`config.mk`:
```
export PLATFORM = sky130hd
export DESIGN_NAME = rtc_snap_timer
export DESIGN_NICKNAME = d
export VERILOG_FILES = /design/src/rtl/rtc_snap_pkg.sv /design/src/rtl/rtc_reg_decode.sv /design/src/rtl/rtc_time_core.sv /design/src/rtl/rtc_shadow_latch.sv /design/src/rtl/rtc_snap_timer.sv
export SDC_FILE = /design/constraint.sdc
export NUM_CORES = 1
export LEC_CHECK = 0
export BUFFER_PORTS_ARGS = -buffer_cell sky130_fd_sc_hd__buf_2
export CORE_ASPECT_RATIO = 0.6
export CORE_MARGIN = 4
export CORE_UTILIZATION = 35
export DETAILED_ROUTE_END_ITERATION = 7
export MAX_ROUTING_LAYER = met4
export PLACE_DENSITY = 0.59
export SLEW_MARGIN = 20
export SYNTH_ARGS = -nofsm -noshare
export SYNTH_HDL_FRONTEND = slang
export SYNTH_SLANG_ARGS = --single-unit
export TNS_END_PERCENT = 50
```
`constraint.sdc`:
```
create_clock -name clk -period 3.4 [get_ports clk]
set_input_delay 0.68 -clock clk [delete_from_list [all_inputs] [get_ports clk]]
set_output_delay 0.68 -clock clk [all_outputs]
set_load 0.01 [all_outputs]
```
`src/rtl/rtc_snap_pkg.sv`:
```
package rtc_snap_pkg;

    // Register offsets; software depends on these positions
    localparam logic [7:0] OFS_SECONDS = 8'h08;
    localparam logic [7:0] OFS_SNAP    = 8'h0c;
    localparam logic [7:0] OFS_MILLI   = 8'h10;

    typedef enum logic [1:0] {
        SEL_NONE = 2'd0,
        SEL_SEC  = 2'd1,
        SEL_SNAP = 2'd2,
        SEL_MS   = 2'd3
    } rd_sel_e;

endpackage

```
`src/rtl/rtc_reg_decode.sv`:
```
module rtc_reg_decode
    import rtc_snap_pkg::*;
(
    input  logic       bus_en,
    input  logic       bus_we,
    input  logic [7:0] bus_addr,
    output rd_sel_e    rd_sel,
    output logic       rd_ms,
    output logic       wr_sec,
    output logic       wr_ms
);

    logic hit_sec;
    logic hit_snap;
    logic hit_ms;

    always_comb begin
        hit_sec  = (bus_addr == OFS_SECONDS);
        hit_snap = (bus_addr == OFS_SNAP);
        hit_ms   = (bus_addr == OFS_MILLI);

        rd_sel = SEL_NONE;
        if (bus_en && !bus_we) begin
            if (hit_sec)       rd_sel = SEL_SEC;
            else if (hit_snap) rd_sel = SEL_SNAP;
            else if (hit_ms)   rd_sel = SEL_MS;
        end

        rd_ms  = bus_en && !bus_we && hit_ms;
        wr_sec = bus_en &&  bus_we && hit_sec;
        wr_ms  = bus_en &&  bus_we && hit_ms;
    end

endmodule

```
`src/rtl/rtc_time_core.sv`:
```
module rtc_time_core #(
    parameter int SEC_W      = 32,
    parameter int DATA_W     = 32,
    parameter int MS_PER_SEC = 1000,
    localparam int MS_W      = $clog2(MS_PER_SEC)
) (
    input  logic              clk,
    input  logic              rst_n,
    input  logic              tick,
    input  logic              wr_sec,
    input  logic              wr_ms,
    input  logic [DATA_W-1:0] wdata,
    output logic [SEC_W-1:0]  sec_q,
    output logic [MS_W-1:0]   ms_q
);

    localparam logic [MS_W-1:0]   MS_LAST  = MS_W'(MS_PER_SEC - 1);
    localparam logic [DATA_W-1:0] MS_LIMIT = DATA_W'(MS_PER_SEC - 1);

    typedef struct packed {
        logic [SEC_W-1:0] sec;
        logic [MS_W-1:0]  ms;
    } time_t;

    time_t st_d, st_q;
    logic  roll;

    always_comb begin
        st_d = st_q;
        roll = tick && (st_q.ms == MS_LAST);

        if (wr_ms) begin
            st_d.ms = (wdata > MS_LIMIT) ? MS_LAST : wdata[MS_W-1:0];
        end else if (tick) begin
            st_d.ms = roll ? '0 : st_q.ms + 1'b1;
        end

        if (wr_sec) begin
            st_d.sec = wdata[SEC_W-1:0];
        end else if (roll && !wr_ms) begin
            st_d.sec = st_q.sec + 1'b1;
        end
    end

    always_ff @(posedge clk or negedge rst_n) begin
        if (!rst_n) st_q <= '0;
        else        st_q <= st_d;
    end

    assign sec_q = st_q.sec;
    assign ms_q  = st_q.ms;

endmodule

```
`src/rtl/rtc_shadow_latch.sv`:
```
module rtc_shadow_latch #(
    parameter int SEC_W = 32
) (
    input  logic             clk,
    input  logic             rst_n,
    input  logic             capture,
    input  logic [SEC_W-1:0] sec_in,
    output logic [SEC_W-1:0] snap_q
);

    logic [SEC_W-1:0] snap_d, snap_r;

    always_comb begin
        snap_d = capture ? sec_in : snap_r;
    end

    always_ff @(posedge clk or negedge rst_n) begin
        if (!rst_n) snap_r <= '0;
        else        snap_r <= snap_d;
    end

    assign snap_q = snap_r;

endmodule

```
`src/rtl/rtc_snap_timer.sv`:
```
module rtc_snap_timer
    import rtc_snap_pkg::*;
#(
    parameter int SEC_W      = 32,
    parameter int DATA_W     = 32,
    parameter int MS_PER_SEC = 1000,
    localparam int MS_W      = $clog2(MS_PER_SEC)
) (
    input  logic              clk,
    input  logic              rst_n,
    input  logic              ms_tick,
    input  logic              bus_en,
    input  logic              bus_we,
    input  logic [7:0]        bus_addr,
    input  logic [DATA_W-1:0] bus_wdata,
    output logic [DATA_W-1:0] bus_rdata
);

    rd_sel_e          rd_sel;
    logic             rd_ms;
    logic             wr_sec;
    logic             wr_ms;
    logic [SEC_W-1:0] sec_cnt;
    logic [MS_W-1:0]  ms_cnt;
    logic [SEC_W-1:0] snap_val;

    rtc_reg_decode dec_i (
        .bus_en   (bus_en),
        .bus_we   (bus_we),
        .bus_addr (bus_addr),
        .rd_sel   (rd_sel),
        .rd_ms    (rd_ms),
        .wr_sec   (wr_sec),
        .wr_ms    (wr_ms)
    );

    rtc_time_core #(
        .SEC_W      (SEC_W),
        .DATA_W     (DATA_W),
        .MS_PER_SEC (MS_PER_SEC)
    ) core_i (
        .clk    (clk),
        .rst_n  (rst_n),
        .tick   (ms_tick),
        .wr_sec (wr_sec),
        .wr_ms  (wr_ms),
        .wdata  (bus_wdata),
        .sec_q  (sec_cnt),
        .ms_q   (ms_cnt)
    );

    rtc_shadow_latch #(
        .SEC_W (SEC_W)
    ) snap_i (
        .clk     (clk),
        .rst_n   (rst_n),
        .capture (rd_ms),
        .sec_in  (sec_cnt),
        .snap_q  (snap_val)
    );

    always_comb begin
        unique case (rd_sel)
            SEL_SEC:  bus_rdata = DATA_W'(sec_cnt);
            SEL_SNAP: bus_rdata = DATA_W'(snap_val);
            SEL_MS:   bus_rdata = DATA_W'(ms_cnt);
            default:  bus_rdata = '0;
        endcase
    end

endmodule

```
* Word level (Yosys, flattened, before mapping)
Index checks and enable logic that the tools add are counted.
** Storage, ports and cells
- Flip-flop bits (word level) :: 74
- ROM bits :: 0
- Bits in latches :: 0
- Logic and storage cells :: 35
- Output and inout bits :: 32
- RAM bits :: 0
- Memories :: 0
** Cells by class
- $add $sub $neg :: 2
- Multiply operators :: 0
- Bitwise operators :: 0
- Equality and inequality tests :: 7
- Shift operators :: 0
- Reductions and logical operators :: 11
- Mux-type cells :: 11
- Divide/modulo/power cells :: 0
- $lt $le $gt $ge :: 1
** Operator list (count)
- 32-bit case mux with 3 select lines :: 1
- 32-bit 2-to-1 mux :: 2
- 10-bit 2-to-1 mux :: 4
- 32-bit by 1-bit adder with 32-bit output (second input constant) :: 1
- 32-bit by 10-bit greater-than comparator with 1-bit output (second input constant) :: 1
- 8-bit by 4-bit equality test with 1-bit output (second input constant) :: 2
- 10-bit by 1-bit adder with 10-bit output (second input constant) :: 1
- 10-bit equality test (second input constant) :: 1
- 8-bit by 5-bit equality test with 1-bit output (second input constant) :: 1
- 2-bit 2-to-1 mux :: 4
- 1-bit logical AND :: 7
- 2-bit equality test (second input constant) :: 2
- 2-bit nonzero test :: 2
- 2-bit by 1-bit equality test with 1-bit output (second input constant) :: 1
- 1-bit zero test :: 2

* Logic depth before layout (Yosys ltp)
Gate-level depths: netlist (run 1).
- Depth after elaboration :: 7
- Gate-level depth with buffers :: 8
- Mapped depth without buffers :: 6

* Cells and area by module
A second synthesis (run 1) with hierarchy kept.
** Unflattened totals
- Cells, all modules :: 432
- Area, all modules :: 4695.8 sq um
** Modules (own cells, without submodules)
- rtc_time_core :: cells each 296, area an instance 2683.8 sq um, times used 1, seq. area each 1051.0 sq um
- rtc_shadow_latch :: cells each 68, area an instance 1345.0 sq um, times used 1, seq. area each 800.8 sq um
- rtc_snap_timer :: cells each 52, area an instance 516.7 sq um, times used 1, seq. area each 0.0 sq um
- rtc_reg_decode :: cells each 16, area an instance 150.1 sq um, times used 1, seq. area each 0.0 sq um

* Least setup slack after synthesis (run 1)
No wires, ideal clock.
- Path type :: input -> output
- From :: input port bus_addr[5]
- To :: output port bus_rdata[3]
- Path slack :: 0.530 ns
- Required time :: 2.720 ns
- Buffers on the path :: 2
- Stages :: 6
- Data arrival time :: 2.190 ns
- Cells stage by stage :: nor4b_1 -> and4b_1 -> clkbuf_1 -> clkbuf_1 -> nand2_1 -> o21ai_0
** On the way
- Cells in the longest elaborated chain, start to end :: 7
** RTL lines
- start: declaration :: line rtc_snap_timer.sv:14 : input logic [7:0] bus_addr,
- 8-bit by 5-bit equality test with 1-bit output :: line rtc_reg_decode.sv:20 : hit_ms = (bus_addr == OFS_MILLI);
- 2-bit 2-to-1 mux :: line rtc_reg_decode.sv:26 : else if (hit_ms) rd_sel = SEL_MS;
- 2-bit 2-to-1 mux :: line rtc_reg_decode.sv:25 : else if (hit_snap) rd_sel = SEL_SNAP;
- 2-bit 2-to-1 mux * :: line rtc_reg_decode.sv:24 : if (hit_sec) rd_sel = SEL_SEC;
- 2-bit 2-to-1 mux * :: line rtc_reg_decode.sv:23 : if (bus_en && !bus_we) begin
- 2-bit equality test / 2-bit by 1-bit equality test with 1-bit output (equally long branches) :: line rtc_snap_timer.sv:63 : unique case (rd_sel)
- 32-bit case mux with 3 select lines * :: line rtc_snap_timer.sv:63
- end: declaration :: line rtc_snap_timer.sv:16 : output logic [DATA_W-1:0] bus_rdata
Mark *: on every way between the ends. The rest lies on a longest branch, timed or not.

* Worst setup path in the final report (run 1)
- From :: input port bus_addr[2]
- To :: output port bus_rdata[0]
Same word-level chain as after synthesis.

==> flow_summary_export.csv, run 1 <==
group,metric,value,unit
outcome,status,"complete, no violations",
floorplan,die_x,153.6,um
yosys,synth_top_cell_by_area,"dfrtp_1",
route,ant_nets,0,
route,post_drt_wl_per_cell,18.15,um
clock_network,cts_tree,"done",
yosys,yosysTopAreaCellShare,0.4158,
floorplan,die-area,0.01465,mm2
grt,grt_usage,0.1920,
critical_path,rrSetupSlack,0.75,ns
clock_network,post-cts-setup-buffers,0,
timing,rsz0062_at_grt,"no",
timing,fin_skew,0.007278,ns
yosys,ys_types,43,
timing,maxSlewViolCount,0,
placed_design,place.gp.congestion,0.8921,
final_layout,final_area,0.005364,mm2
yosys,syn_inst,484,
route,vias,4019,
floorplan,die_h,95.37,um
yosys,ys_seq_area_frac,0.4158,
placed_design,hpwlAfterDp,9795,um
yosys,synth.most_common_cell,"dfrtp_1",
clock_network,post_cts_resized,0,
critical_path,cp.arrival,2.22,ns
critical_path,end_kind,"primary output",
timing,slew_headroom,0.5808,
route,drc,0,
floorplan,core-area,0.01226,mm2
final_layout,fillCellCount,1247,
clock_network,clkTransAtPathRegs,0.06,ns
route,drt_iter0_markers,394,
critical_path,path_max_fanout,13,
job,drv_cap,0,
yosys,ys_ff_latch,74,
clock_network,clock_latency,0.33,ns
floorplan,start_util,0.3633,
final_layout,regArea,0.001852,mm2
yosys,ys.flop_type,"dfrtp_1",
pwr,leakagePower,0.002352,uW
yosys,syn_nets,531,
min_path,hold_class,"in2async",
timing,finalCritPeriodShare,0.8517,
grt,grt_pass1_wl,21450,um
yosys,synth_area,0.004453,mm2
clock_network,holdBufCountCts,0,
route,drtPass1Iterations,5,
final_layout,syn2layout_area_growth,20.46,%
grt,antenna_found_initial,0,
timing,hold_viol_final,0,
grt,grt_pass1_vias,3951,
yosys,yosysWarningCount,0,
final_layout,drive_gt1_frac,0.2554,
clock_network,numCtsBuffers,9,
critical_path,crit_path_start,"bus_addr[2]",
critical_path,reg2reg_from,"core_i.ms_q[0]",
timing,setup_viol,0,
critical_path,start_kind,"input pin",
final_layout,multi_input_area,0.002457,mm2
pwr,p_per_area,436.8,mW/mm2
yosys,synth_commonest_cells,"74 x dfrtp_1, 51 x nand2_1, 46 x nor2_1, 37 x mux2i_1",
clock_network,cts.sinks,74,
timing,tns,0,ns
route,routed_wl,13090,um
yosys,synth_edf_count,0,
route,viasPerCell,5.574,
grt,grt_max_degree,75,
floorplan,rows,31,
timing,worst_pin_slew,0.6288,ns
critical_path,required,2.72,ns
critical_path,path_class,"in2out",
yosys,synth_area_leaders,"dfrtp_1 42%, mux2i_1 8.3%, mux2_2 8.1%, nand2_1 4.3%, xnor2_1 3.9%",
yosys,async_reset_ff_frac,1.000,
placed_design,dpl_cell_area,0.005034,mm2
final_layout,layout.nets,598,
yosys,synth_area_per_cell,9.200,um2
floorplan,pin_count,77,
timing,final.min_clock_period,2.896,ns
placed_design,io_buffers,76,
timing,fmax,345.3,MHz
grt,grt.overflow.total,0,
clock_network,root_buffer,"clkbuf_16",
clock_network,cts_max_level,3,
clock_network,clockBufferDepth,2,
pwr,ir_worst_vdd,0.2269,mV
final_layout,diodes,0,
## layer usage
metal	global-route usage	part of all wire	wire length [um]	vias up
met5	-	0	0	-
li1	-	-	-	1908
met4	0.04041	0.0097	127	0
met3	0.04762	0.073	960	12
met1	0.2923	0.52	6799	1941
met2	0.2536	0.40	5196	158
## logic make-up after synthesis
kind of cell               after synthesis  share of synthesized area
adders and majority gates                2                   0.005619
buffers and inverters                   36                    0.03259
muxes                                   69                     0.1641
AOI/OAI and AO/OA                       67                    0.08767
and+or+nand+nor                        211                     0.2450
xor gates and xnor gates                25                    0.04917
DFF                                     74                     0.4158
## registers in the layout, indices dropped and copies added, names as in the netlist
signal	count
snap_i.snap_q	32
core_i.sec_q	32
core_i.ms_q	10
## layout by cell type (no fill, tap or decap), drive strengths merged, types with 8 or more instances in the layout
| cell type | netlist | routed |
|---|---|---|
| nand2 | 51 | 51 |
| mux2i | 37 | 37 |
| nor4 | 24 | 24 |
| and4 | 8 | 8 |
| dfrtp | 74 | 74 |
| o21ai | 33 | 33 |
| mux2 | 32 | 32 |
| nand4 | 18 | 18 |
| buf | 9 | 90 |
| nor2 | 46 | 46 |
| a21oi | 16 | 16 |
| xnor2 | 20 | 20 |
| nand3 | 22 | 22 |
| clkbuf | 25 | 12 |
| nor3 | 9 | 9 |
## path summary, 6_finish.rpt
check / to / depth (start not counted)
min in group clk: snap_i.snap_q[15] / 1
worst min-delay path: core_i.ms_q[4] / 2
max in group asynchronous: snap_i.snap_q[16] / 2
worst min register to register: snap_i.snap_q[15] / 1
worst max-delay path: bus_rdata[0] / 7
worst max register to register: core_i.sec_q[22] / 6
## per-stage QoR
step | util | hold WS [ns] | total power [uW] | setup WS (ns) | cells
floorplan | - | 0.3844 | 1182 | 0.5305 | 484
global placement | 0.4107 | 0.4887 | 1303 | 0.5390 | 705
global route | 0.4376 | 0.4077 | 2453 | 0.2931 | 721
finish | 0.4376 | 0.3563 | 2343 | 0.5041 | 721
detailed placement | 0.4107 | 0.4954 | 1307 | 0.5085 | 705
CTS | 0.4376 | 0.3875 | 2367 | 0.5084 | 721
## power breakdown
part / internal (uW) / switching (uW) / total (uW)
sequential: 942 / 112 / 1050
combinational: 115 / 128 / 243
clock: 683 / 363 / 1050
total: 1740 / 603 / 2340
## worst max-delay path, cell delays in order
cell	delay, ns
buf_2	0.15
nor3_1	0.38
and4b_2	0.50
buf_4	0.21
nand2_1	0.05
o21ai_0	0.08
buf_2	0.16
## final cells by class
type	instances	share of cell area
Sequential cell	74	0.3452
Tap cell	165	0.03849
Multi-Input combinational cell	374	0.4581
Timing Repair Buffer	90	0.09517
Inverter	2	0.001400
Clock inverter	4	0.01376
Clock buffer	12	0.04782
No activity file was read; power rests on OpenSTA's default activity.
==> inputs of run 2 (changes only) <==
BUFFER_PORTS_ARGS = not set   (was -buffer_cell sky130_fd_sc_hd__buf_2)
DONT_BUFFER_PORTS = 1   (was not set)
PLACE_DENSITY = 0.54   (was 0.59)
==> run 2 against run 1 <==
Net effect: global-route usage increased by 0.076 points; critical path depth decreased by 1; utilization decreased by 2.7 points; first-iteration DRC count increased by 3.0%; non-clock buffer count decreased by 66; critical endpoint is now bus_rdata[5].
==> flow_summary_export.csv, run 2 (synthesized netlist as in run 1, its figures left out) <==
group,metric,value,unit
grt,grt_pass1_vias,3721,
timing,hold_viol_final,0,
critical_path,path_buf_inv,2,
pwr,power_frac_comb,0.075,
final_layout,final_area,0.005037,mm2
placed_design,dpl_cell_area,0.004716,mm2
placed_design,pre_cts_ws,0.5575,ns
critical_path,path_cells,"nor4b_1, buf_4, and4b_2, nand2_1, o21ai_0, buf_4",
critical_path,rrSetupSlack,0.69,ns
critical_path,crit_path_frequent_cell,"buf_4",
placed_design,hpwlAfterDp,9588,um
timing,fin_skew,0.009017,ns
critical_path,ff2ff_path_depth,6,
final_layout,diodes,0,
final_layout,fillCellCount,1233,
route,routed_wl,13140,um
min_path,hold_class,"in2async",
clock_network,holdBufCountCts,0,
route,top_layer,"met4",
clock_network,post-cts-setup-buffers,0,
route,wl_met1,6956,um
route,drt_iter0_markers,406,
final_layout,syn2layout_area_growth,13.12,%
pwr,internal_power,1698,uW
final_layout,instances_no_fill,655,
timing,maxSlewViolCount,0,
critical_path,path_class,"in2out",
route,drtPass1Iterations,5,
critical_path,required,2.72,ns
route,post_drt_wl_per_cell,20.07,um
floorplan,core-area,0.01226,mm2
grt,grt_usage,0.1927,
floorplan,start_util,0.3633,
clock_network,post_cts_resized,0,
clock_network,clkTransAtPathRegs,0.06,ns
critical_path,slowest_delay,0.50,ns
clock_network,root_buffer,"clkbuf_16",
route,viasPerCell,5.763,
final_layout,drive_gt1_frac,0.1531,
critical_path,worst_path_max_delay_cell,"and4b_2",
timing,fin_ws,0.5454,ns
route,vias,3775,
clock_network,cts.sinks,74,
floorplan,pin_count,77,
route,drc,0,
timing,final.min_clock_period,2.855,ns
job,drv_cap,0,
critical_path,end_kind,"primary output",
clock_network,cts_max_level,3,
clock_network,clockBufferDepth,2,
pwr,pwr-share-clk,0.458,
pwr,switchingPower,574.8,uW
timing,fmax,350.3,MHz
timing,setup_viol,0,
timing,finalCritPeriodShare,0.8396,
outcome,status,"complete, no violations",
pwr,p_per_area,451.2,mW/mm2
placed_design,dpl.cell_count,639,
pwr,ir_worst_vdd,0.2229,mV
critical_path,path_max_fanout,17,
clock_network,numCtsBuffers,9,
pwr,swShare,0.2529,
timing,slew_headroom,0.3576,
grt,grt.overflow.total,0,
critical_path,worstReg2RegEnd,"core_i.sec_q[22]",
placed_design,place.gp.congestion,0.9366,
final_layout,layout.nets,532,
floorplan,die-area,0.01465,mm2
clock_network,clock_latency,0.34,ns
timing,tns,0,ns
floorplan,rows,31,
clock_network,cts_tree,"done",
floorplan,die_h,95.37,um
placed_design,io_buffers,0,
grt,grt_max_degree,75,
critical_path,reg2reg_from,"core_i.ms_q[0]",
timing,rsz0062_at_grt,"no",
floorplan,die_x,153.6,um
timing,worst_pin_slew,0.9549,ns
critical_path,cp.arrival,2.17,ns
critical_path,worst_path_dominant_cell_family,"simple AND/OR/NAND/NOR gates",
final_layout,layout_commonest_cell,"dfrtp_1",
grt,antenna_found_initial,0,
pwr,p_seq_frac,0.467,
route,routed-wl-met2,5017,um
critical_path,start_kind,"input pin",
route,ant_nets,0,
grt,grt_pass1_wl,21110,um
final_layout,most-common-layout-cells,"74 x dfrtp_1, 51 x nand2_1, 46 x nor2_1",
pwr,leakagePower,0.002040,uW
route,met3_length,1080,um
[run 2: final cells by class]
cell class,instances,area [um2],area share
Clock buffer,12,246.5,0.04893
Multi-Input combinational cell,374,2457,0.4878
Inverter,2,7.507,0.001490
Sequential cell,74,1852,0.3676
Tap cell,165,206.4,0.04098
Clock inverter,4,75.07,0.01490
Timing Repair Buffer,24,192.7,0.03825
[run 2: power groups by stage]
| stage | clock (uW) | combinational, uW | sequential (uW) |
|---|---|---|---|
| 6_report | 1040 | 171 | 1060 |
| 5_1_grt | 1100 | 193 | 1070 |
| 4_1_cts | 1060 | 169 | 1060 |
| 3_5_place_dp | 0 | 167 | 1070 |
| 3_3_place_gp | 0 | 164 | 1070 |
| 2_1_floorplan | 0 | 167 | 1010 |
[run 2: per-stage QoR]
step,hold slack (ns),utilization,power [uW]
final,0.03415,0.4110,2273
after global routing,0.01849,0.4110,2368
after CTS,0.02396,0.4110,2284
after detailed placement,0.3888,0.3847,1239
after global placement,0.3893,0.3847,1235
after floorplan,0.3844,-,1182
[run 2: worst max-delay path by stage]
stage / endpoint / cells after the start / slack [ns] / from
5_1_grt: bus_rdata[5] / 6 / 0.42 / bus_addr[5]
4_1_cts: bus_rdata[5] / 6 / 0.56 / bus_addr[5]
3_5_place_dp: bus_rdata[5] / 6 / 0.56 / bus_addr[5]
6_report: bus_rdata[5] / 6 / 0.55 / bus_addr[5]
3_3_place_gp: bus_rdata[5] / 6 / 0.44 / bus_addr[5]
2_1_floorplan: bus_rdata[3] / 6 / 0.53 / bus_addr[5]
[run 2: per-layer routing]
layer / track usage / vias up
met5: - / -
met1: 0.2944 / 1848
met4: 0.03894 / 0
met2: 0.2485 / 142
met3: 0.05442 / 11
li1: - / 1774
==> inputs of run 3 (changes only) <==
ABC_AREA = 1   (was not set)
PLACE_DENSITY = 0.56   (was 0.54)
clock period = 2.3 ns   (was 3.4 ns; I/O delays follow)
==> run 3 against run 2 <==
Net effect: hold slack got worse by 0.029 ns; total power increased by 47%; via count up 37%; routed wire length grew 31%; area after synthesis rose by 13%; critical endpoint is now bus_rdata[24].
==> flow_summary_export.csv, run 3 <==
group,metric,value,unit
yosys,synth_edf_count,0,
timing,worst_pin_slew,0.5356,ns
job,drv_cap,0,
critical_path,path_cells,"nor2_2, inv_1, nor2_1, nand3_1, buf_4, o21ai_0, buf_4",
clock_network,clock_latency,0.35,ns
final_layout,syn2layout_area_growth,17.18,%
clock_network,post-cts-setup-buffers,0,
outcome,status,"complete, no violations",
floorplan,die_x,162.7,um
timing,slew_headroom,0.6402,
critical_path,crit_path_start,"bus_addr[1]",
yosys,synth_area_per_cell,6.298,um2
critical_path,rrSetupSlack,0.31,ns
critical_path,start_kind,"input pin",
critical_path,path_buf_inv,3,
route,drt_iter0_markers,628,
final_layout,most-common-layout-cells,"323 x nand2_1, 92 x nor2_1, 89 x inv_1",
grt,grt_pass1_wl,26820,um
yosys,synth_commonest_cells,"324 x nand2_1, 92 x nor2_1, 89 x inv_1, 74 x dfrtp_1, 68 x nand3_1",
yosys,yosysTopAreaCellShare,0.3684,
final_layout,layout.nets,886,
yosys,synth_top_cell_by_area,"dfrtp_1",
clock_network,clockBufferDepth,2,
yosys,syn_inst,798,
floorplan,die_h,100.8,um
final_layout,diodes,0,
route,drc,0,
placed_design,io_buffers,0,
floorplan,core-area,0.01387,mm2
critical_path,path_max_fanout,24,
yosys,syn_nets,845,
timing,tns,0,ns
clock_network,numCtsBuffers,9,
critical_path,end_kind,"primary output",
final_layout,drive_gt1_frac,0.09834,
yosys,async_reset_ff_frac,1.000,
placed_design,hpwlAfterDp,13830,um
critical_path,worst_path_dominant_cell_family,"buffers and inverters",
final_layout,layout_commonest_cell,"nand2_1",
placed_design,place.gp.congestion,0.9741,
clock_network,cts.sinks,74,
floorplan,rows,33,
grt,grt_max_degree,75,
timing,fin_skew,0.008822,ns
final_layout,final_area,0.005889,mm2
critical_path,slowest_delay,0.26,ns
yosys,yosysWarningCount,0,
pwr,p_per_area,567.3,mW/mm2
critical_path,crit_path_frequent_cell,"buf_4",
timing,rsz0062_at_grt,"no",
yosys,synth.most_common_cell,"nand2_1",
timing,setup_viol,0,
min_path,hold_class,"in2async",
grt,antenna_found_initial,0,
route,drtPass1Iterations,5,
route,vias,5177,
critical_path,cp.arrival,1.60,ns
yosys,ys_seq_area_frac,0.3684,
critical_path,worst_path_max_delay_cell,"o21ai_0",
grt,grt_usage,0.2231,
timing,maxSlewViolCount,0,
floorplan,start_util,0.3623,
clock_network,root_buffer,"clkbuf_16",
critical_path,reg2reg_from,"core_i.ms_q[1]",
critical_path,path_class,"in2out",
yosys,synth_area_leaders,"dfrtp_1 37%, nand2_1 24%, nor2_1 6.9%, nand3_1 6.8%, inv_1 6.6%",
pwr,finalPower,3341,uW
critical_path,required,1.84,ns
route,viasPerCell,4.997,
yosys,ys.flop_type,"dfrtp_1",
timing,fmax,486.0,MHz
yosys,synth_area,0.005026,mm2
timing,finalCritPeriodShare,0.8947,
route,post_drt_wl_per_cell,16.67,um
clock_network,post_cts_resized,0,
pwr,leakagePower,0.002734,uW
timing,final.min_clock_period,2.058,ns
floorplan,pin_count,77,
grt,grt.overflow.total,0,
pwr,ir_worst_vdd,0.2726,mV
clock_network,clkTransAtPathRegs,0.06,ns
route,ant_nets,0,
route,routed_wl,17270,um
clock_network,cts_tree,"done",
timing,hold_viol_final,0,
yosys,ys_types,27,
yosys,ys_ff_latch,74,
placed_design,dpl_cell_area,0.005548,mm2
floorplan,die-area,0.01640,mm2
clock_network,cts_max_level,3,
grt,grt_pass1_vias,4572,
[run 3: changes by cell type after synthesis, sizes merged, moves of 8 or more]
cell and delta:
nand2 +277, inv +89, nor2 +51, nand3 +46, mux2i -37, o21ai +33, mux2 -32, nor4 -24
xnor2 -20, clkbuf -16, a21oi -14, o211ai +10, xor2 +9, and4 -8
[run 3: area by class of cell]
class / count / area [um2]
sequential: 74 / 1852
clock inverter: 5 / 61.31
fill: 1541 / 7984
multi-input combinational: 612 / 2714
tap: 192 / 240.2
timing repair buffer: 51 / 427.9
inverter: 91 / 341.6
clock buffer: 11 / 252.7
[run 3: power breakdown]
group | internal [uW] | leakage, uW | switching [uW] | total (uW)
sequential | 1370 | 0.00102 | 117 | 1490
combinational | 122 | 0.00157 | 244 | 366
clock | 903 | 0.000144 | 586 | 1490
[run 3: path summary, 6_finish.rpt]
kind	end	cells after the start
max in group asynchronous	core_i.ms_q[1]	1
min in group clk	core_i.sec_q[14]	2
worst min-delay path	snap_i.snap_q[1]	1
worst max register to register	core_i.sec_q[11]	10
worst max-delay path	bus_rdata[24]	7
worst min register to register	snap_i.snap_q[9]	2
[run 3: metrics by stage]
| stage | utilization | hold WS (ns) | worst slack (ns) | cells |
|---|---|---|---|---|
| final | 0.4245 | 0.004655 | 0.2422 | 1036 |
| after detailed placement | 0.3999 | 0.1703 | 0.2317 | 1019 |
| after CTS | 0.4245 | 0.02547 | 0.2268 | 1036 |
| after global placement | 0.3999 | 0.1699 | 0.2711 | 1019 |
| after floorplan | - | 0.1644 | 0.2862 | 798 |
| after global routing | 0.4245 | 0.02879 | 0.08558 | 1036 |
[run 3: timing repair]
action,CTS,global route
setup endpoints to repair,0,0
hold buffers,1,0
hold endpoints to repair,74,0
[run 3: routing by layer]
| layer | up-vias | global-route usage | share of wire |
|---|---|---|---|
| li1 | 2579 | - | - |
| met3 | 6 | 0.07274 | 0.14 |
| met2 | 257 | 0.2242 | 0.31 |
| met4 | 0 | 0.03866 | 0.0049 |
| met5 | - | - | 0 |
| met1 | 2335 | 0.3882 | 0.55 |
[run 3: worst register-to-register path, delay by kind of cell, from the launching register on]
kind | cells | cell delay (ns)
adder cells (fa/ha/maj) | 1 | 0.23
buffers and inverters | 2 | 0.35
flip-flops | 1 | 0.51
AND/OR/NAND/NOR | 7 | 0.85
[run 3: kinds of logic after synthesis]
kind of cell	synth area share
adders and majority gates	0.004978
buffers and inverters	0.09211
and+or+nand+nor	0.4222
AOI/OAI and AO/OA	0.08788
DFF	0.3684
xor gates and xnor gates	0.02440
